### src/rtl/irPkg.sv
package irPkg;

  typedef enum logic [1:0] {
    ST_IDLE  = 2'd0,
    ST_ARM   = 2'd1,
    ST_PULSE = 2'd2
  } irState_e;

  // Strobes sent from control to datapath
  typedef struct packed {
    logic cntClr;
    logic cntInc;
    logic irSet;
    logic irClr;
  } irStrobe_t;

  // Events reported from datapath to control
  typedef struct packed {
    logic tick2x;
    logic bitStart;
    logic pulseLast;
  } irStatus_t;

endpackage

### src/rtl/irPrescaler.sv
module irPrescaler #(
  parameter int STEP   = 2,
  parameter int LEVELS = 4
) (
  input  logic                      clk,
  input  logic                      rst,
  input  logic [$clog2(LEVELS)-1:0] sel,
  output logic                      tick
);
  localparam int CNT_W = STEP * (LEVELS - 1);

  logic [CNT_W-1:0]  preCnt;
  logic [LEVELS-1:0] levelTick;

  always_ff @(posedge clk) begin
    if (rst) preCnt <= '0;
    else     preCnt <= preCnt + 1'b1;
  end

  // Level k divides by 2^(STEP*k)
  generate
    for (genvar k = 0; k < LEVELS; k++) begin : g_level
      if (k == 0) begin : g_raw
        assign levelTick[k] = 1'b1;
      end else begin : g_div
        assign levelTick[k] = &preCnt[k*STEP-1:0];
      end
    end
  endgenerate

  assign tick = levelTick[sel];

  // the shared counter rolls over to zero
  p_presc_wrap_r8: assert property (@(posedge clk) disable iff (rst)
    (preCnt == '1) |=> (preCnt == '0));

endmodule

### src/rtl/irDatapath.sv
module irDatapath
  import irPkg::*;
#(
  parameter int DIV_W       = 4,
  parameter int PH_W        = 4,
  parameter int PULSE_TICKS = 3,
  parameter int PRE_STEP    = 2,
  parameter int PRE_LEVELS  = 4
) (
  input  logic                          clk,
  input  logic                          rst,
  input  logic [DIV_W-1:0]              divCode,
  input  logic [$clog2(PRE_LEVELS)-1:0] prescSel,
  input  logic                          baudTick,
  input  irStrobe_t                     stb,
  output irStatus_t                     st,
  output logic                          prescTick,
  output logic                          irOut
);
  localparam int CNT_W = (PULSE_TICKS > 1) ? $clog2(PULSE_TICKS) : 1;
  localparam logic [CNT_W-1:0] CNT_LAST = CNT_W'(PULSE_TICKS - 1);

  logic [DIV_W-1:0] divCnt;
  logic [DIV_W-1:0] divLimit;
  logic [PH_W-1:0]  phase;
  logic [CNT_W-1:0] pulseCnt;
  logic             irReg;
  logic             tick2x;

  // Double-rate reference divider; the new code is taken only at a wrap
  assign tick2x = (divCnt == divLimit);

  always_ff @(posedge clk) begin
    if (rst) begin
      divCnt   <= '0;
      divLimit <= '0;
    end else if (tick2x) begin
      divCnt   <= '0;
      divLimit <= divCode;
    end else begin
      divCnt   <= divCnt + 1'b1;
    end
  end

  // Bit framing: one bit per 2^PH_W baud ticks
  always_ff @(posedge clk) begin
    if (rst)           phase <= '0;
    else if (baudTick) phase <= phase + 1'b1;
  end

  // Pulse length counter
  always_ff @(posedge clk) begin
    if (rst || stb.cntClr) pulseCnt <= '0;
    else if (stb.cntInc)   pulseCnt <= pulseCnt + 1'b1;
  end

  // Output register; set wins over clear
  always_ff @(posedge clk) begin
    if (rst)            irReg <= 1'b0;
    else if (stb.irSet) irReg <= 1'b1;
    else if (stb.irClr) irReg <= 1'b0;
  end

  irPrescaler #(
    .STEP  (PRE_STEP),
    .LEVELS(PRE_LEVELS)
  ) u_presc (
    .clk (clk),
    .rst (rst),
    .sel (prescSel),
    .tick(prescTick)
  );

  assign st.tick2x    = tick2x;
  assign st.bitStart  = baudTick && (phase == '0);
  assign st.pulseLast = (pulseCnt == CNT_LAST);
  assign irOut        = irReg;

  // the divider count never passes its limit
  p_div_bound_r2: assert property (@(posedge clk) disable iff (rst)
    divCnt <= divLimit);

  // the limit holds between wraps
  p_limit_hold_r7: assert property (@(posedge clk) disable iff (rst)
    !tick2x |=> $stable(divLimit));

  // the pulse counter stays in range
  p_pulse_cnt_r3: assert property (@(posedge clk) disable iff (rst)
    pulseCnt <= CNT_LAST);

endmodule

### src/rtl/irControl.sv
module irControl
  import irPkg::*;
(
  input  logic      clk,
  input  logic      rst,
  input  logic      pulseSel,
  input  logic      txBit,
  input  logic      baudTick,
  input  irStatus_t st,
  output irStrobe_t stb
);
  irState_e state, stateN;
  logic     fixedMode, fixedModeN;
  logic     pulseEvent;

  always_ff @(posedge clk) begin
    if (rst) begin
      state     <= ST_IDLE;
      fixedMode <= 1'b0;
    end else begin
      state     <= stateN;
      fixedMode <= fixedModeN;
    end
  end

  assign pulseEvent = fixedMode ? st.tick2x : baudTick;

  always_comb begin
    stb        = '0;
    stateN     = state;
    fixedModeN = fixedMode;
    if (st.bitStart) begin
      // New bit: latch the mode and end any pulse still running
      fixedModeN = pulseSel;
      stb.irClr  = 1'b1;
      stb.cntClr = 1'b1;
      if (!txBit) begin
        if (pulseSel) begin
          stateN = ST_ARM;
        end else begin
          stateN    = ST_PULSE;
          stb.irSet = 1'b1;
        end
      end else begin
        stateN = ST_IDLE;
      end
    end else begin
      case (state)
        ST_ARM: begin
          if (st.tick2x) begin
            stateN     = ST_PULSE;
            stb.irSet  = 1'b1;
            stb.cntClr = 1'b1;
          end
        end
        ST_PULSE: begin
          if (pulseEvent) begin
            if (st.pulseLast) begin
              stb.irClr = 1'b1;
              stateN    = ST_IDLE;
            end else begin
              stb.cntInc = 1'b1;
            end
          end
        end
        default: ;
      endcase
    end
  end

  // waiting for a divider wrap only happens in fixed mode
  p_arm_fixed_r3: assert property (@(posedge clk) disable iff (rst)
    (state == ST_ARM) |-> fixedMode);

  // only encoded states are reachable
  p_state_legal_r9: assert property (@(posedge clk) disable iff (rst)
    state != irState_e'(2'd3));

endmodule

### src/rtl/irPulseEncoder.sv
module irPulseEncoder
  import irPkg::*;
#(
  parameter int DIV_W       = 4,
  parameter int PH_W        = 4,
  parameter int PULSE_TICKS = 3,
  parameter int PRE_STEP    = 2,
  parameter int PRE_LEVELS  = 4
) (
  input  logic                          clk,
  input  logic                          rst,
  input  logic [DIV_W-1:0]              divCode,
  input  logic                          pulseSel,
  input  logic [$clog2(PRE_LEVELS)-1:0] prescSel,
  input  logic                          baudTick,
  input  logic                          txBit,
  output logic                          prescTick,
  output logic                          irOut
);
  irStrobe_t stb;
  irStatus_t st;

  irDatapath #(
    .DIV_W      (DIV_W),
    .PH_W       (PH_W),
    .PULSE_TICKS(PULSE_TICKS),
    .PRE_STEP   (PRE_STEP),
    .PRE_LEVELS (PRE_LEVELS)
  ) u_dp (
    .clk      (clk),
    .rst      (rst),
    .divCode  (divCode),
    .prescSel (prescSel),
    .baudTick (baudTick),
    .stb      (stb),
    .st       (st),
    .prescTick(prescTick),
    .irOut    (irOut)
  );

  irControl u_ctl (
    .clk     (clk),
    .rst     (rst),
    .pulseSel(pulseSel),
    .txBit   (txBit),
    .baudTick(baudTick),
    .st      (st),
    .stb     (stb)
  );

  // output low after a reset cycle
  p_reset_low_r1: assert property (@(posedge clk)
    rst |=> !irOut);

  // a one bit gives no pulse
  p_one_quiet_r5: assert property (@(posedge clk) disable iff (rst)
    (st.bitStart && txBit) |=> !irOut);

  // baud-relative pulse starts right after the bit-start tick
  p_baud_rise_r4: assert property (@(posedge clk) disable iff (rst)
    (st.bitStart && !txBit && !pulseSel) |=> irOut);

  // fixed pulse waits for a later divider wrap
  p_fixed_defer_r3: assert property (@(posedge clk) disable iff (rst)
    (st.bitStart && !txBit && pulseSel) |=> !irOut);

endmodule

### config.mk
export PLATFORM = sky130hd
export DESIGN_NAME = irPulseEncoder
export DESIGN_NICKNAME = d
export VERILOG_FILES = /design/src/rtl/irPkg.sv /design/src/rtl/irPrescaler.sv /design/src/rtl/irDatapath.sv /design/src/rtl/irControl.sv /design/src/rtl/irPulseEncoder.sv
export SDC_FILE = /design/constraint.sdc
export NUM_CORES = 1
export LEC_CHECK = 0
export BUFFER_PORTS_ARGS = -buffer_cell sky130_fd_sc_hd__buf_4
export CORE_UTILIZATION = 55
export CTS_CLUSTER_DIAMETER = 30
export CTS_CLUSTER_SIZE = 10
export DETAILED_ROUTE_END_ITERATION = 10
export PLACE_DENSITY = 0.75
export SLEW_MARGIN = 20
export SYNTH_ARGS = -nofsm -noshare
export SYNTH_HDL_FRONTEND = slang
export SYNTH_HIERARCHICAL = 1
export SYNTH_SLANG_ARGS = --single-unit
### constraint.sdc
create_clock -name clk -period 3.03 [get_ports clk]
set_clock_uncertainty 0.1 [all_clocks]
set_input_delay 0.4545 -clock clk [delete_from_list [all_inputs] [get_ports clk]]
set_output_delay 0.4545 -clock clk [all_outputs]
set_load 0.03 [all_outputs]
==> results.md <==
| Metric | Value |
|:---|:---|
| Status | finished clean |
| Overflow left after global routing | 0 |
| Highest ir drop seen on vdd | 0.592 mV |
| Number of top-level design ports | 13 |
| Synth-to-Final Area Change | 13.8% |
| Maximum number of pins on one net before global-route repair | 30 |
| Clock Root Buffer | sky130_fd_sc_hd__clkbuf_4 |
| Crit path kind | reg -> reg |
| Maximum level of the CTS H-tree | 1 |
| Number of maximum-capacitance violations | 0 |
| TritonCTS clock tree | done |
| All-Layer GR Usage | 0.160 |
| Post-CTS Setup Bufs | 0 |
| CTS sink cnt | 24 |
| Number of nets in the layout | 149 |
| Series of cell instances along the critical path | xor2_1, nor4_4, mux2i_1, nor4_1, nor2_1, a2111oi_0 |
| Unrepaired setup endpoints after global routing | false |
| Buffers and inverters on the worst path | 0 |
| Total half-perimeter wirelength after legalization and detailed placement | 1230 µm |
| Post-CTS Hold Fix Bufs | 0 |
| Portion of the clock cycle consumed by the worst path in the final layout | 0.674 |
| Yosys warning total | 6 |
| Net count after synthesis | 134 |
| Critical Path AT | 2.13 ns |
| Die area | 2230 µm² |
| Detail-routed net length per standard cell | 10.7 µm |
| Resized Gates After CTS | 0 |
| Wire length of the first global-routing pass | 2530 µm |
| Detailed-routing iteration count for the pre-antenna-repair pass | 4 |
| Insertion delay of the later-clocked pin in the worst-skew pair | 0.30 ns |
| Count of port buffers added during placement | 12 |
| Cell taking the most area after synthesis | sky130_fd_sc_hd__dfxtp_1 |
| Clock buffer count from CTS | 3 |
| Highest-delay cell along the critical path | sky130_fd_sc_hd__nor4_1 |
| Vias in the first global route | 645 |
| Initial detailed-routing violation count | 14 |
| Fraction of final layout cells with drive strength greater than 1 | 0.159 |
| Standard cell core area | 1940 µm² |
| Post-route antenna net violation count | 0 |
| Type of origin of the critical path | flop |
| Vias | 841 |
| Classification of the worst-slack hold path | in -> reg |
| GPL Wtd Cong | 0.651 |
| Data required time of the worst path | 3.11 ns |
| Bufs on Longest Clock Path | 2 |
| Most frequent standard cell in the layout excluding fill and tap cells | sky130_fd_sc_hd__dfxtp_1 |
| Width of the die | 47.3 µm |
| Setup violators final | 0 |
| Setup TNS | 0 ns |
| Worst slew pin tran | 0.492 ns |
| Cell Pwr Density | 668 nW/µm² |
| Count of unique library cells instantiated by Yosys | 33 |
| Sequential fraction of the synthesis area | 0.427 |
| Clock Pin Slew Worst Setup and Hold Paths | 0.12 ns |
| Ant. Diodes | 0 |
| Final wirelength | 1700 µm |
| Total Power | 0.856 mW |
| Kind of cell adding the most delay to the critical path | simple AND/OR/NAND/NOR gates |
| Number of DRC violations after detailed routing | 0 |
| Count of final hold-check violations | 0 |
| Worst Setup End Kind | flop |
| Time the worst path needs with I/O delays and setup | 2.04 ns |
| Initial core utilization | 0.580 |
| Top cells by area in the synthesized netlist | sky130_fd_sc_hd__dfxtp_1, sky130_fd_sc_hd__xor2_1, sky130_fd_sc_hd__mux2i_1 |
| Mapped Avg Cell Area | 9.54 µm² |
| DIE HEIGHT | 47.3 µm |
| Site row count | 16 |
| Area of the mapped netlist | 1130 µm² |
| Final max-slew violation count | 0 |
| Synth Instances | 118 |
| Synth top area share | 0.427 |
| Antenna violations before repair | 0 |
| Max Clk Rate | 0.489 GHz |
| Largest fanout on the critical path | 3 |
| Leak | 0.519 nW |
| Worst slack on hold paths | 0.301 ns |
| Vias per Instance | 5.29 |
| Worst slew margin relative to its limit | 0.669 |
| Synthesized flop and latch total | 24 |
| Largest stage delay on the critical path | 0.46 ns |
| Commonest non-fill, non-tap cells in the layout | sky130_fd_sc_hd__dfxtp_1, sky130_fd_sc_hd__buf_4, sky130_fd_sc_hd__nor2_1 |
## cell usage after synthesis
library cell	count
sky130_fd_sc_hd__nand2_1	5
sky130_fd_sc_hd__clkbuf_1	2
sky130_fd_sc_hd__ha_1	5
sky130_fd_sc_hd__a21oi_1	3
sky130_fd_sc_hd__nor2b_1	1
sky130_fd_sc_hd__nor3_1	4
sky130_fd_sc_hd__nor3b_1	1
sky130_fd_sc_hd__nand4_1	1
sky130_fd_sc_hd__o21bai_1	1
sky130_fd_sc_hd__mux2i_1	7
sky130_fd_sc_hd__nor4_1	1
sky130_fd_sc_hd__nor4bb_1	1
sky130_fd_sc_hd__xor2_1	9
sky130_fd_sc_hd__nor4_2	1
sky130_fd_sc_hd__dfxtp_1	24
sky130_fd_sc_hd__nand2b_1	10
sky130_fd_sc_hd__xnor2_1	4
sky130_fd_sc_hd__nor2_1	14
sky130_fd_sc_hd__or2b_1	1
sky130_fd_sc_hd__nand3b_1	2
sky130_fd_sc_hd__a2111oi_0	1
sky130_fd_sc_hd__nor4_4	1
sky130_fd_sc_hd__a2bb2oi_1	1
sky130_fd_sc_hd__o311ai_1	1
sky130_fd_sc_hd__a211oi_1	2
sky130_fd_sc_hd__o22ai_1	1
sky130_fd_sc_hd__a21o_1	1
sky130_fd_sc_hd__o31ai_1	1
sky130_fd_sc_hd__nand3_2	1
sky130_fd_sc_hd__inv_1	6
sky130_fd_sc_hd__buf_4	1
sky130_fd_sc_hd__nand3_1	3
sky130_fd_sc_hd__clkbuf_2	1
## final timing paths
path / slack, ns / depth (start not counted) / endpoint / startpoint
worst max-delay path: 0.99 / 6 / u_dp/pulseCnt[1]$_SDFFE_PP0P_ / u_dp/divCnt[1]$_SDFF_PP0_
worst min-delay path: 0.30 / 3 / u_ctl/fixedMode$_SDFFE_PP0P_ / pulseSel
worst max register to register: 0.99 / 6 / u_dp/pulseCnt[1]$_SDFFE_PP0P_ / u_dp/divCnt[1]$_SDFF_PP0_
worst min register to register: 0.37 / 1 / u_dp/u_presc/preCnt[0]$_SDFF_PP0_ / u_dp/u_presc/preCnt[0]$_SDFF_PP0_
## per-layer routing
layer / vias up / wire length (µm) / GRT usage
li1: 428 / - / -
met1: 400 / 812 / 0.196
met2: 11 / 834 / 0.268
met3: 2 / 41 / 0.0346
met4: 0 / 15 / 0.0686
met5: - / 0 / 0
## state kept, by name, summed over array words and instances, names as in the netlist
register and flops:
u_dp/divCnt 4, u_ctl/state 2, u_dp/divLimit 4, u_dp/pulseCnt 2
u_dp/u_presc/preCnt 6, u_dp/irOut 1, u_dp/phase 4, u_ctl/fixedMode 1
## through the flow
stage                     setup slack [ns]  cells   util  area [µm²]
after floorplan                      0.841    118      -        1130
after global placement                1.15    155  0.641        1240
after detailed placement              1.01    155  0.641        1240
after CTS                            0.979    159  0.660        1280
after global routing                 0.820    159  0.660        1280
final                                0.987    159  0.660        1280
## worst reg2reg max path: stages (launching register included)
cell                        delay (ns)
sky130_fd_sc_hd__dfxtp_1          0.35
sky130_fd_sc_hd__xor2_1           0.17
sky130_fd_sc_hd__nor4_4           0.30
sky130_fd_sc_hd__mux2i_1          0.16
sky130_fd_sc_hd__nor4_1           0.46
sky130_fd_sc_hd__nor2_1           0.08
sky130_fd_sc_hd__a2111oi_0        0.30
## cells by family (layout without fill, tap and decap cells)
logic type	Yosys count	count (layout)	synth area share
and+or+nand+nor	47	47	0.241
DFF	24	24	0.427
xor gates and xnor gates	13	13	0.101
AOI/OAI and AO/OA	12	12	0.0756
buffers and inverters	10	24	0.0378
muxes	7	7	0.0622
adders and majority gates	5	5	0.0556
## cell type report
type | instances | area (µm²)
Sequential cell | 24 | 480
Fill cell | 173 | 661
Tap cell | 27 | 33.8
Inverter | 6 | 22.5
Clock buffer | 4 | 36.3
Multi-Input combinational cell | 84 | 603
Timing Repair Buffer | 14 | 105
## where the power goes
| group | internal (mW) | total (mW) | leakage, nW | switching, mW |
|---|---|---|---|---|
| Clock | 0.0732 | 0.162 | 0.0210 | 0.0886 |
| Sequential | 0.363 | 0.399 | 0.196 | 0.0362 |
| Combinational | 0.146 | 0.295 | 0.302 | 0.149 |
| Total | 0.582 | 0.856 | 0.519 | 0.274 |
(Power assumes the default switching activity.)
